`src/rtl/tap3_fir.sv`:
```
module tap3_fir #(
  parameter int DW = 12,
  parameter int CW = 12
) (
  input  logic          clk,
  input  logic          rst,
  input  logic [DW-1:0] x_in,
  input  logic          coef_we,
  input  logic [1:0]    coef_sel,
  input  logic [CW-1:0] coef_in,
  output logic [DW-1:0] y_out
);
  localparam int NT = 3;
  localparam int PW = DW + CW;

  logic [NT-1:0][DW-1:0] tap;
  logic [NT-1:0][CW-1:0] coef;
  logic [NT-1:0]         load;
  logic [NT-1:0][DW-1:0] prod;
  logic [DW-1:0]         acc;

  always_ff @(posedge clk) begin
    if (rst) tap <= '0;
    else     tap <= {tap[NT-2:0], x_in};
  end

  for (genvar g = 0; g < NT; g++) begin : g_tap
    assign load[g] = coef_we && (coef_sel == 2'(g));

    always_ff @(posedge clk) begin
      if (rst)          coef[g] <= '0;
      else if (load[g]) coef[g] <= coef_in;
    end

    assign prod[g] = DW'(PW'(tap[g]) * PW'(coef[g]));
  end

  assign acc = prod[0] + prod[1] + prod[2];

  always_ff @(posedge clk) begin
    if (rst) y_out <= '0;
    else     y_out <= acc;
  end
endmodule

```
`config.mk`:
```
export PLATFORM = sky130hd
export DESIGN_NAME = tap3_fir
export DESIGN_NICKNAME = d
export VERILOG_FILES = /design/src/rtl/tap3_fir.sv
export SDC_FILE = /design/constraint.sdc
export NUM_CORES = 1
export LEC_CHECK = 0
export ABC_AREA = 1
export CAP_MARGIN = 20
export CORE_MARGIN = 1.5
export CORE_UTILIZATION = 54
export DETAILED_ROUTE_END_ITERATION = 8
export DONT_BUFFER_PORTS = 1
export PLACE_DENSITY = 0.71
export SETUP_SLACK_MARGIN = 0.1
export SYNTH_ARGS = -nofsm -noshare
export SYNTH_HDL_FRONTEND = slang
export SYNTH_SLANG_ARGS = --single-unit
```
`constraint.sdc`:
```
create_clock -name clk -period 6.25 [get_ports clk]
set_input_delay 0.625 -clock clk [delete_from_list [all_inputs] [get_ports clk]]
set_output_delay 0.625 -clock clk [all_outputs]
set_load 0.005 [all_outputs]
```
==> key figures, run 1 <==
Status
  – Outcome: finished with violations
  – Failing checks: design-rule violations

Power and ir drop
  – Sequential power share: around two fifths
  – Maximum ir drop on the vdd rail: around 180 uV
  – Net switching power of the design: 497 uW
  – Static leakage power: 0.00626 uW
  – Sw frac: 33.5%
  – Clock network power share: 35.8%
  – Internal power contribution: 986 uW
  – Pwr/cell area: roughly 140 nW/um2
  – Portion of total power attributed to combinational logic: 22.8%

Clocking
  – Clock transition time at the flip-flop clock pins of the worst setup and hold paths: 70 ps
  – Number of buffers created by CTS: 9
  – Clock tree from TritonCTS: yes
  – Root Driver: sky130_fd_sc_hd__clkbuf_16
  – Sinks on the clock net: between 80 and 90
  – Clock network latency to the later pin of the worst-skew pair: 360 ps
  – CTS H-Tree Depth: 3
  – Maximum root-to-sink buffer count: 2
  – CTS hold repair buffers: 0

Synthesis
  – Count of different cell masters after synthesis: 27
  – Number of warnings printed during yosys synthesis: 0
  – Sequential share of the synthesized area: 16.7%
  – Synthesized flop and latch total: 84
  – Synthesized net count: around 1600
  – Syn Std Cell Area: between 10000 and 15000 um2
  – Cell count after synthesis: roughly 1400
  – Synthesized area per cell: 7.29 um2

Timing
  – Setup clock skew after layout: 8.31 ps
  – Final count of negative-setup-slack endpoints: 0
  – Shortest period the worst path allows: roughly 6000 ps
  – Worst slew slack as a fraction of its limit: 47.4%
  – Slew Limit Fails: 0
  – Portion of the clock cycle consumed by the worst path in the final layout: 95.5%
  – Setup Total Neg Slack: 0 ps
  – Transition time of the tightest slew-check pin: between 700 and 800 ps
  – Final hold violations: 0
  – F_max: 168 MHz
  – Setup repair after global routing missed its margin: true

Place
  – GP Congestion: 0.917
  – Post-placement cell area: between 10000 and 15000 um2
  – Port Buffer Count: 0
  – HPWL after detailed placement: around 20000 um

Global routing
  – Tot GR Track Use: ~26%
  – Vias in the first global route: 7828
  – First-pass GRT wire length: 38700 um
  – Number of antenna violations at the first check in global routing: 0
  – Pin count of the biggest net entering global routing: 44
  – Grt total ovfl: 0

Setup path
  – Cell-by-cell trace of the critical path: nand2_1 > inv_1 > fa_1 > inv_1 > fa_1 > fa_1 > inv_1 > fa_1 > inv_1 > fa_1 > fa_1 > fa_1 > fa_1 > inv_2 > ha_4 > nand2_1 > inv_1 > a221oi_2 > and2_4 > inv_1 > nand2_1 > nand2_1 > a21oi_1 > nor2_1
  – Required time of the critical path: 6510 ps
  – Worst r2r src: coef[12]
  – Cell family with most CP delay: adder cells
  – Most frequent CP cell: sky130_fd_sc_hd__fa_1
  – Launch point of the critical path: coef[12]
  – Setup Crit Path Kind: flop to flop
  – Slowest cell on the critical path: sky130_fd_sc_hd__fa_1
  – Worst EP arrival: slightly above 6000 ps
  – Sort of element at the end of the critical path: flop
  – CP bufs+invs: 7
  – Critical Path Start Type: flop
  – Delay of the slowest critical-path stage: 600 ps
  – Highest fanout seen on the critical path: 7

Floorplanning
  – Core area: 18100 um2
  – Die boundary width: around 140 um
  – Number of ports placed on the die boundary: 41
  – Number of rows created at floorplan: 49
  – Initial standard-cell utilization of the core: between 50% and 60%
  – Die span in y: between 100 and 150 um
  – Area of the die: 19500 um2

Finish
  – Area added between synthesis and finish: 8.60%
  – Most common cell after layout, fill and taps aside: sky130_fd_sc_hd__inv_1
  – Ratio of cells with drive above 1 in the final layout: 10.8%
  – Final design instance area without fill: 10900 um2
  – Storage element area: 1770 um2
  – Area of the multi-input gates: around 6700 um2
  – Leading cell types in the layout, fill and taps excluded: sky130_fd_sc_hd__inv_1, sky130_fd_sc_hd__nand2_1, sky130_fd_sc_hd__fa_1
  – Number of fillers in the final layout: 1669
  – Inserted Diodes: 0
  – Number of nets in the finished design: approximately 1700

Detailed routing
  – Routed len/inst: 14.8 um
  – Number of iterations in the first detailed-routing pass: 7
  – Post-route DRC: 1
  – First DRT Iteration DRCs: 446
  – Total routed wirelength: 24100 um
  – Antenna viol nets, final: 0
  – Via total after detailed routing: 7962
  – Via-to-Cell Ratio: 4.90

Min path
  – Class of the most critical hold timing path: primary input to flop
  – Hold Startpoint: rst

Job
  – Max-capacitance violation count: 0
## cells in the mapped netlist, drive strengths merged
| library cell | n | area, um2 |
|---|---|---|
| clkbuf | 31 | 116 |
| buf | 21 | 149 |
| o21ai | 46 | 230 |
| ha | 86 | 1080 |
| dfxtp | 84 | 1680 |
| xor2 | 10 | 87.6 |
| nand3b | 7 | 52.6 |
| nand3 | 45 | 230 |
| nand4 | 1 | 6.26 |
| clkinv | 3 | 12.5 |
| and2 | 1 | 6.26 |
| a221oi | 1 | 8.76 |
| nand2 | 382 | 1480 |
| inv | 394 | 1480 |
| a21oi | 20 | 100 |
| nor2 | 97 | 367 |
| fa | 146 | 2920 |
| xnor2 | 6 | 60.1 |
## area by class of cell
class / count / area share [%]
inverters: 397 / 13.6
clock buffers: 11 / 2.13
well taps: 229 / 2.62
repair buffers: 51 / 3.67
flip-flops and latches: 84 / 16.2
multi-input cells: 848 / 61.4
clock inverters: 5 / 0.423
## power by group through the flow
stage | sequential (uW) | clock (uW) | combinational [uW]
6_report | 614 | 531 | 338
3_5_place_dp | 626 | 0 | 304
3_3_place_gp | 626 | 0 | 294
4_1_cts | 614 | 538 | 305
5_1_grt | 619 | 557 | 385
2_1_floorplan | 599 | 0 | 234
## per-layer routing
metal  global-route usage (%)  routed length, um  vias up
met2                     44.7              11800      208
met5                        0                  0        -
met1                     33.1              10200     3762
met3                     3.75               1240       39
met4                     8.81                775        0
li1                         -                  -     3953
## timing repair
item                       4_1_cts  5_1_grt
pin swaps                        0       32
setup buffers                    0        4
hold endpoints to repair         0        0
setup endpoints to repair        3        3
resized for setup                7       74
## state kept, by name, summed over array words and instances (netlist names)
register / cells
coef: 36
tap: 36
y_out: 12
## through the flow
step	hold WS, ps	instances	worst slack, ps	power (uW)	util, %
5_1_grt	318	1625	22.4	1560	60.2
2_1_floorplan	403	1381	220	833	-
4_1_cts	324	1621	98.9	1460	59.1
3_3_place_gp	431	1605	108	920	57.5
6_report	323	1625	283	1480	60.2
3_5_place_dp	433	1605	74.5	930	57.5
## worst reg2reg max path: stages (launching register included)
cell and delay [ps]:
sky130_fd_sc_hd__dfxtp_4 370, sky130_fd_sc_hd__nand2_1 60, sky130_fd_sc_hd__inv_1 60, sky130_fd_sc_hd__fa_1 550, sky130_fd_sc_hd__inv_1 50, sky130_fd_sc_hd__fa_1 390
sky130_fd_sc_hd__fa_1 540, sky130_fd_sc_hd__inv_1 50, sky130_fd_sc_hd__fa_1 520, sky130_fd_sc_hd__inv_1 50, sky130_fd_sc_hd__fa_1 600, sky130_fd_sc_hd__fa_1 450
sky130_fd_sc_hd__fa_1 480, sky130_fd_sc_hd__fa_1 510, sky130_fd_sc_hd__inv_2 50, sky130_fd_sc_hd__ha_4 230, sky130_fd_sc_hd__nand2_1 70, sky130_fd_sc_hd__inv_1 60
sky130_fd_sc_hd__a221oi_2 210, sky130_fd_sc_hd__and2_4 180, sky130_fd_sc_hd__inv_1 40, sky130_fd_sc_hd__nand2_1 80, sky130_fd_sc_hd__nand2_1 80, sky130_fd_sc_hd__a21oi_1 120
sky130_fd_sc_hd__nor2_1 60
## cells by family (layout without fill, tap and decap cells)
kind of cell    Yosys count  after routing  synth area share, %
flops                    84             84                 16.7
xor+xnor                 16             16                 1.47
buf+inv                 449            464                 17.4
simple gates            533            533                 21.3
compound gates           67             67                 3.37
fa+ha+maj               232            232                 39.7
## final timing paths
kind,to,slack (ps),cells after the start
worst max-delay path,y_out[11],280,24
worst min-delay path,tap[32],320,1
worst max register to register,y_out[11],280,24
worst min register to register,tap[35],440,2
No activity file was read; power rests on OpenSTA's default activity.
==> run 2: changes to the inputs <==
- PLACE_DENSITY: 0.71 -> 0.72
==> run 2 against run 1 <==
Clock-buffer cell count fell by 2. Cell count is 0.25% lower. Utilization is 0.097 points higher. Clock skew up 2.9 ps. Sequential share of layout area fell by 0.071 points. Flip-flop and latch count unchanged. Largest power group unchanged. Via count rose by 0.29%. The flow still finishes with violations (design-rule violations). Die area unchanged. Worst hold slack gained 12 ps. First-iteration DRC count increased by 20%. Sequential power about the same.
==> key figures, run 2 (synthesis gave the netlist of run 1 again) <==
Detailed routing
  – Post-route DRC: 2
  – Via-to-Cell Ratio: 4.93
  – Routed length on met3: 1070 um
  – Top metal layer carrying routed signals: met4
  – Number of iterations in the first detailed-routing pass: 9
  – First DRT Iteration DRCs: 535
  – Met1 Routed Length: 10300 um
  – Met2 WL post-DR: 12100 um
  – Via total after detailed routing: 7985
  – Routed len/inst: 14.8 um
  – Total routed wirelength: 24100 um
  – Antenna viol nets, final: 0

Finish
  – Non-filler instance count after layout: 1621
  – Number of nets in the finished design: 1648
  – Number of fillers in the final layout: 1642
  – Inserted Diodes: 0
  – Largest registers: coef (36), tap (36), y_out (12)
  – Leading cell types in the layout, fill and taps excluded: sky130_fd_sc_hd__inv_1, sky130_fd_sc_hd__nand2_1, sky130_fd_sc_hd__fa_1
  – Final core utilization: 60.3%
  – Area added between synthesis and finish: 8.77%
  – Ratio of cells with drive above 1 in the final layout: a little over a tenth
  – Storage element area: about 1800 um2
  – Area of the multi-input gates: 6720 um2
  – Most common cell after layout, fill and taps aside: sky130_fd_sc_hd__inv_1

Clocking
  – Clock transition time at the flip-flop clock pins of the worst setup and hold paths: 80 ps
  – Number of buffers created by CTS: 9
  – Sinks on the clock net: 84
  – Clock tree from TritonCTS: yes
  – CTS H-Tree Depth: 3
  – CTS hold repair buffers: 0
  – Clock network latency to the later pin of the worst-skew pair: 350 ps
  – Root Driver: sky130_fd_sc_hd__clkbuf_16
  – Maximum root-to-sink buffer count: 2

Setup path
  – Critical Path Start Type: flop
  – Delay of the slowest critical-path stage: ~570 ps
  – Worst EP arrival: 6240 ps
  – Cell family with most CP delay: adder cells
  – Most frequent CP cell: sky130_fd_sc_hd__fa_1
  – Launch point of the critical path: coef[2]
  – Slowest cell on the critical path: sky130_fd_sc_hd__fa_1
  – Register-to-register path setup slack: between 200 and 300 ps
  – Highest fanout seen on the critical path: 7
  – Sort of element at the end of the critical path: flop
  – Cell-by-cell trace of the critical path: buf_6 > nand2_1 > fa_1 > fa_1 > inv_1 > ha_1 > inv_1 > fa_1 > fa_1 > inv_1 > fa_1 > fa_1 > fa_1 > ha_4 > a21oi_2 > nand2_1 > nand2_1 > nand2_1 > a21oi_2 > nor2_2 > o21ai_1 > nand2_1 > o21ai_2 > a21oi_2
  – Worst r2r src: coef[2]
  – CP bufs+invs: 4
  – Setup Crit Path Kind: flop to flop
  – Required time of the critical path: about 6500 ps

Global routing
  – Grt total ovfl: 0
  – Pin count of the biggest net entering global routing: 44
  – First-pass GRT wire length: 40100 um
  – Number of antenna violations at the first check in global routing: 0
  – Tot GR Track Use: between 20% and 30%
  – Vias in the first global route: 8215

Timing
  – Worst slew slack as a fraction of its limit: 46.9%
  – Final count of negative-setup-slack endpoints: 0
  – F_max: 167 MHz
  – Shortest period the worst path allows: 5990 ps
  – Final worst-path setup slack: 257 ps
  – Setup clock skew after layout: 11.2 ps
  – Worst hold-check slack: 335 ps
  – Final hold violations: 0
  – Setup Total Neg Slack: 0 ps
  – Portion of the clock cycle consumed by the worst path in the final layout: 95.9%
  – Transition time of the tightest slew-check pin: between 700 and 800 ps
  – Slew Limit Fails: 0
  – Setup repair after global routing missed its margin: true

Power and ir drop
  – Pwr/cell area: 141 nW/um2
  – Static leakage power: approximately 0.0063 uW
  – Maximum ir drop on the vdd rail: roughly 150 uV

Floorplanning
  – Die span in y: 140 um
  – Number of ports placed on the die boundary: 41
  – Initial standard-cell utilization of the core: 55.5%
  – Number of rows created at floorplan: 49
  – Core area: approximately 18000 um2
  – Area of the die: 19500 um2
  – Die boundary width: 140 um

Min path
  – Hold Startpoint: rst
  – Class of the most critical hold timing path: primary input to flop

Job
  – Max-capacitance violation count: 0

Place
  – Setup Slack @ Placement: 11.8 ps
  – Port Buffer Count: 0
  – Number of cells after detailed placement: ~1600
  – HPWL after detailed placement: 20000 um
  – GP Congestion: slightly above 0.9

Status
  – Outcome: finished with violations
  – Failing checks: design-rule violations
run 2: cell count changes in the layout (fill, tap and decap cells not counted), sizes merged:
| cell | delta |
|---|---|
| inv | -1 |
| clkinvlp | +1 |
| clkbuf | -2 |
| buf | -4 |
| bufinv | +2 |
run 2: final timing paths:
path                                   to  cells after the start
worst min register to register    tap[35]                      2
worst max-delay path            y_out[10]                     24
worst min-delay path              tap[22]                      1
worst max register to register  y_out[10]                     24
run 2: layer usage:
layer  vias up  GRT usage [%]
met1      3796           34.0
met5         -              0
li1       3945              -
met3        38           3.13
met4         0           8.53
met2       206           46.6
run 2: stage by stage:
stage          power [uW]  cell area (um2)
5_1_grt              1620            11000
2_1_floorplan         833            10100
4_1_cts              1530            10700
3_3_place_gp          919            10400
3_5_place_dp          928            10400
6_report             1540            11000
run 2: cell type report:
class / count / area share [%]
inverters: 397 / 13.6
multi-input cells: 848 / 61.4
clock inverters: 7 / 0.903
flip-flops and latches: 84 / 16.1
clock buffers: 9 / 2.06
repair buffers: 47 / 3.36
well taps: 229 / 2.62
run 2: power by group:
| part | leakage (uW) | internal [uW] | switching (uW) |
|---|---|---|---|
| combinational | 0.00540 | 135 | 196 |
| sequential | 0.000709 | 569 | 46.2 |
| clock | 0.000156 | 353 | 245 |
run 2: worst reg2reg max path: stages (launching register included):
cell and delay, ps:
sky130_fd_sc_hd__dfxtp_4 390, sky130_fd_sc_hd__buf_6 130, sky130_fd_sc_hd__nand2_1 60, sky130_fd_sc_hd__fa_1 510, sky130_fd_sc_hd__fa_1 500, sky130_fd_sc_hd__inv_1 40
sky130_fd_sc_hd__ha_1 290, sky130_fd_sc_hd__inv_1 80, sky130_fd_sc_hd__fa_1 430, sky130_fd_sc_hd__fa_1 510, sky130_fd_sc_hd__inv_1 50, sky130_fd_sc_hd__fa_1 480
sky130_fd_sc_hd__fa_1 540, sky130_fd_sc_hd__fa_1 570, sky130_fd_sc_hd__ha_4 220, sky130_fd_sc_hd__a21oi_2 110, sky130_fd_sc_hd__nand2_1 80, sky130_fd_sc_hd__nand2_1 60
sky130_fd_sc_hd__nand2_1 60, sky130_fd_sc_hd__a21oi_2 190, sky130_fd_sc_hd__nor2_2 70, sky130_fd_sc_hd__o21ai_1 160, sky130_fd_sc_hd__nand2_1 120, sky130_fd_sc_hd__o21ai_2 170
sky130_fd_sc_hd__a21oi_2 60
run 2: repair_timing:
| action | CTS | global route |
|---|---|---|
| setup endpoints to repair | 3 | 3 |
| pin swaps | 1 | 30 |
| resized for setup | 9 | 67 |
| cloned | 0 | 0 |
| buffers inserted | 0 | 4 |
==> run 3: changes to the inputs <==
- CTS_BUF_LIST: not set -> sky130_fd_sc_hd__clkbuf_4 sky130_fd_sc_hd__clkbuf_8
==> run 3 against run 2 <==
The run still ends with design-rule violations left. Critical endpoint unchanged. Final area down 0.91%. Critical path depth unchanged. Largest cell class unchanged. Utilization down 0.55 points. First-iteration DRC count down 9.7%.
==> key figures, run 3 (synthesis gave the netlist of run 1 again) <==
Status
  – Outcome: finished with violations
  – Failing checks: design-rule violations

Detailed routing
  – Antenna viol nets, final: 0
  – Number of iterations in the first detailed-routing pass: 7
  – Routed len/inst: 14.8 um
  – Post-route DRC: 2
  – Via total after detailed routing: 7939
  – Via-to-Cell Ratio: ~5
  – Total routed wirelength: 23900 um
  – First DRT Iteration DRCs: approximately 480

Place
  – GP Congestion: 0.907
  – HPWL after detailed placement: 20000 um
  – Port Buffer Count: 0
  – Number of cells after detailed placement: 1601

Timing
  – Setup Total Neg Slack: 0 ps
  – Slew Limit Fails: 0
  – Final hold violations: 0
  – F_max: 166 MHz
  – Setup clock skew after layout: 20.7 ps
  – Worst slew slack as a fraction of its limit: 46.6%
  – Shortest period the worst path allows: 6010 ps
  – Transition time of the tightest slew-check pin: 798 ps
  – Setup repair after global routing missed its margin: false
  – Final count of negative-setup-slack endpoints: 0
  – Portion of the clock cycle consumed by the worst path in the final layout: between 90% and 100%

Floorplanning
  – Die span in y: 140 um
  – Number of ports placed on the die boundary: 41
  – Area of the die: between 15000 and 20000 um2
  – Die boundary width: 140 um
  – Number of rows created at floorplan: 49
  – Core area: 18100 um2
  – Initial standard-cell utilization of the core: 55.5%

Clocking
  – Clock transition time at the flip-flop clock pins of the worst setup and hold paths: around 110 ps
  – CTS H-Tree Depth: 3
  – CTS hold repair buffers: 0
  – Number of buffers created by CTS: 9
  – Maximum root-to-sink buffer count: 2
  – Clock tree from TritonCTS: yes
  – Root Driver: sky130_fd_sc_hd__clkbuf_8
  – Sinks on the clock net: 84
  – Clock network latency to the later pin of the worst-skew pair: 390 ps

Finish
  – Ratio of cells with drive above 1 in the final layout: a little over a tenth
  – Leading cell types in the layout, fill and taps excluded: sky130_fd_sc_hd__inv_1, sky130_fd_sc_hd__nand2_1, sky130_fd_sc_hd__fa_1
  – Number of nets in the finished design: 1647
  – Non-filler instance count after layout: 1620
  – Inserted Diodes: 0
  – Most common cell after layout, fill and taps aside: sky130_fd_sc_hd__inv_1
  – Largest registers: coef (36), tap (36), y_out (12)
  – Final core utilization: 59.8%
  – Area added between synthesis and finish: 7.78%

Setup path
  – Required time of the critical path: 6540 ps
  – Logic depth of the worst register-to-register path: 24
  – RR Endpoint: y_out[10]
  – Worst r2r src: coef[2]
  – Highest fanout seen on the critical path: 7
  – Delay of the slowest critical-path stage: roughly 600 ps
  – Worst EP arrival: approximately 6300 ps
  – Slowest cell on the critical path: sky130_fd_sc_hd__fa_1
  – Critical Path Start Type: flop
  – Setup Crit Path Kind: flop to flop
  – Cell-by-cell trace of the critical path: buf_6 > nand2_1 > fa_1 > fa_1 > inv_2 > ha_4 > inv_2 > fa_1 > fa_1 > inv_1 > fa_1 > fa_1 > fa_1 > ha_4 > a21oi_2 > nand2_1 > nand2_1 > nand2_1 > a21oi_2 > nor2_2 > o21ai_1 > nand2_1 > o21ai_2 > a21oi_2
  – Sort of element at the end of the critical path: flop
  – Most frequent CP cell: sky130_fd_sc_hd__fa_1
  – Register-to-register path setup slack: 240 ps

Power and ir drop
  – Maximum ir drop on the vdd rail: around 110 uV
  – Total Power Consumption: 1400 uW
  – Pwr/cell area: 129 nW/um2
  – Static leakage power: 0.00620 uW

Global routing
  – First-pass GRT wire length: between 30000 and 40000 um
  – Number of antenna violations at the first check in global routing: 0
  – Vias in the first global route: 8118
  – Pin count of the biggest net entering global routing: between 40 and 50
  – Grt total ovfl: 0
  – Tot GR Track Use: 26.1%

Min path
  – Worst Hold Endpoint: tap[22]
  – Hold path depth: 1
  – Class of the most critical hold timing path: primary input to flop
  – Hold Startpoint: rst

Job
  – Max-capacitance violation count: 0
run 3: cell count changes in the layout (fill, tap and decap cells not counted), moves of 2 or more:
cell and delta:
sky130_fd_sc_hd__inv_2 +2, sky130_fd_sc_hd__inv_1 -2, sky130_fd_sc_hd__ha_1 -2, sky130_fd_sc_hd__clkbuf_8 +9, sky130_fd_sc_hd__clkbuf_16 -9, sky130_fd_sc_hd__buf_6 -2
run 3: power by group:
part	internal, uW	switching [uW]	total (uW)
Combinational	135	196	331
Sequential	568	46.1	614
Clock	227	227	454
run 3: worst max-delay path: cells and delay by family, from the launching register on:
| family | cells | cell delay [ps] |
|---|---|---|
| buffers and inverters | 4 | 250 |
| adders and majority gates | 9 | 4070 |
| AOI/OAI and AO/OA | 5 | 700 |
| DFF | 1 | 400 |
| and+or+nand+nor | 6 | 470 |
run 3: layout make-up:
cell class              count  area [um2]
clock buffers               9         124
clock inverters             7        98.8
fillers                  1674        7300
inverters                 397        1490
multi-input cells         848        6730
flip-flops and latches     84        1760
well taps                 229         287
repair buffers             46         353
run 3: worst max-delay path by stage:
stage	end	startpoint	depth (start not counted)
2_1_floorplan	y_out[11]	coef[24]	23
3_3_place_gp	y_out[10]	tap[4]	23
3_5_place_dp	y_out[11]	coef[2]	23
4_1_cts	y_out[11]	coef[1]	23
5_1_grt	y_out[10]	tap[2]	24
6_report	y_out[10]	coef[2]	24
run 3: repair_timing:
action,CTS,global route
gates resized for setup,8,72
endpoints found under the hold margin,0,0
pin swaps,0,32
setup endpoints to repair,3,3
setup buffers,0,3
run 3: metrics by stage:
| stage | hold WS, ps | cell area [um2] | worst slack, ps |
|---|---|---|---|
| CTS | 289 | 10600 | 96.3 |
| floorplan | 403 | 10100 | 220 |
| global route | 292 | 10900 | 33.4 |
| global placement | 433 | 10400 | 60.9 |
| finish | 301 | 10900 | 239 |
| detailed placement | 439 | 10400 | 11.8 |
run 3: routing by layer:
layer / wire length [um] / vias up / global-route usage, %
li1: - / 3935 / -
met1: 10200 / 3781 / 33.9
met2: 11900 / 192 / 45.2
met3: 1140 / 31 / 3.58
met4: 665 / 0 / 8.59
met5: 0 / - / 0
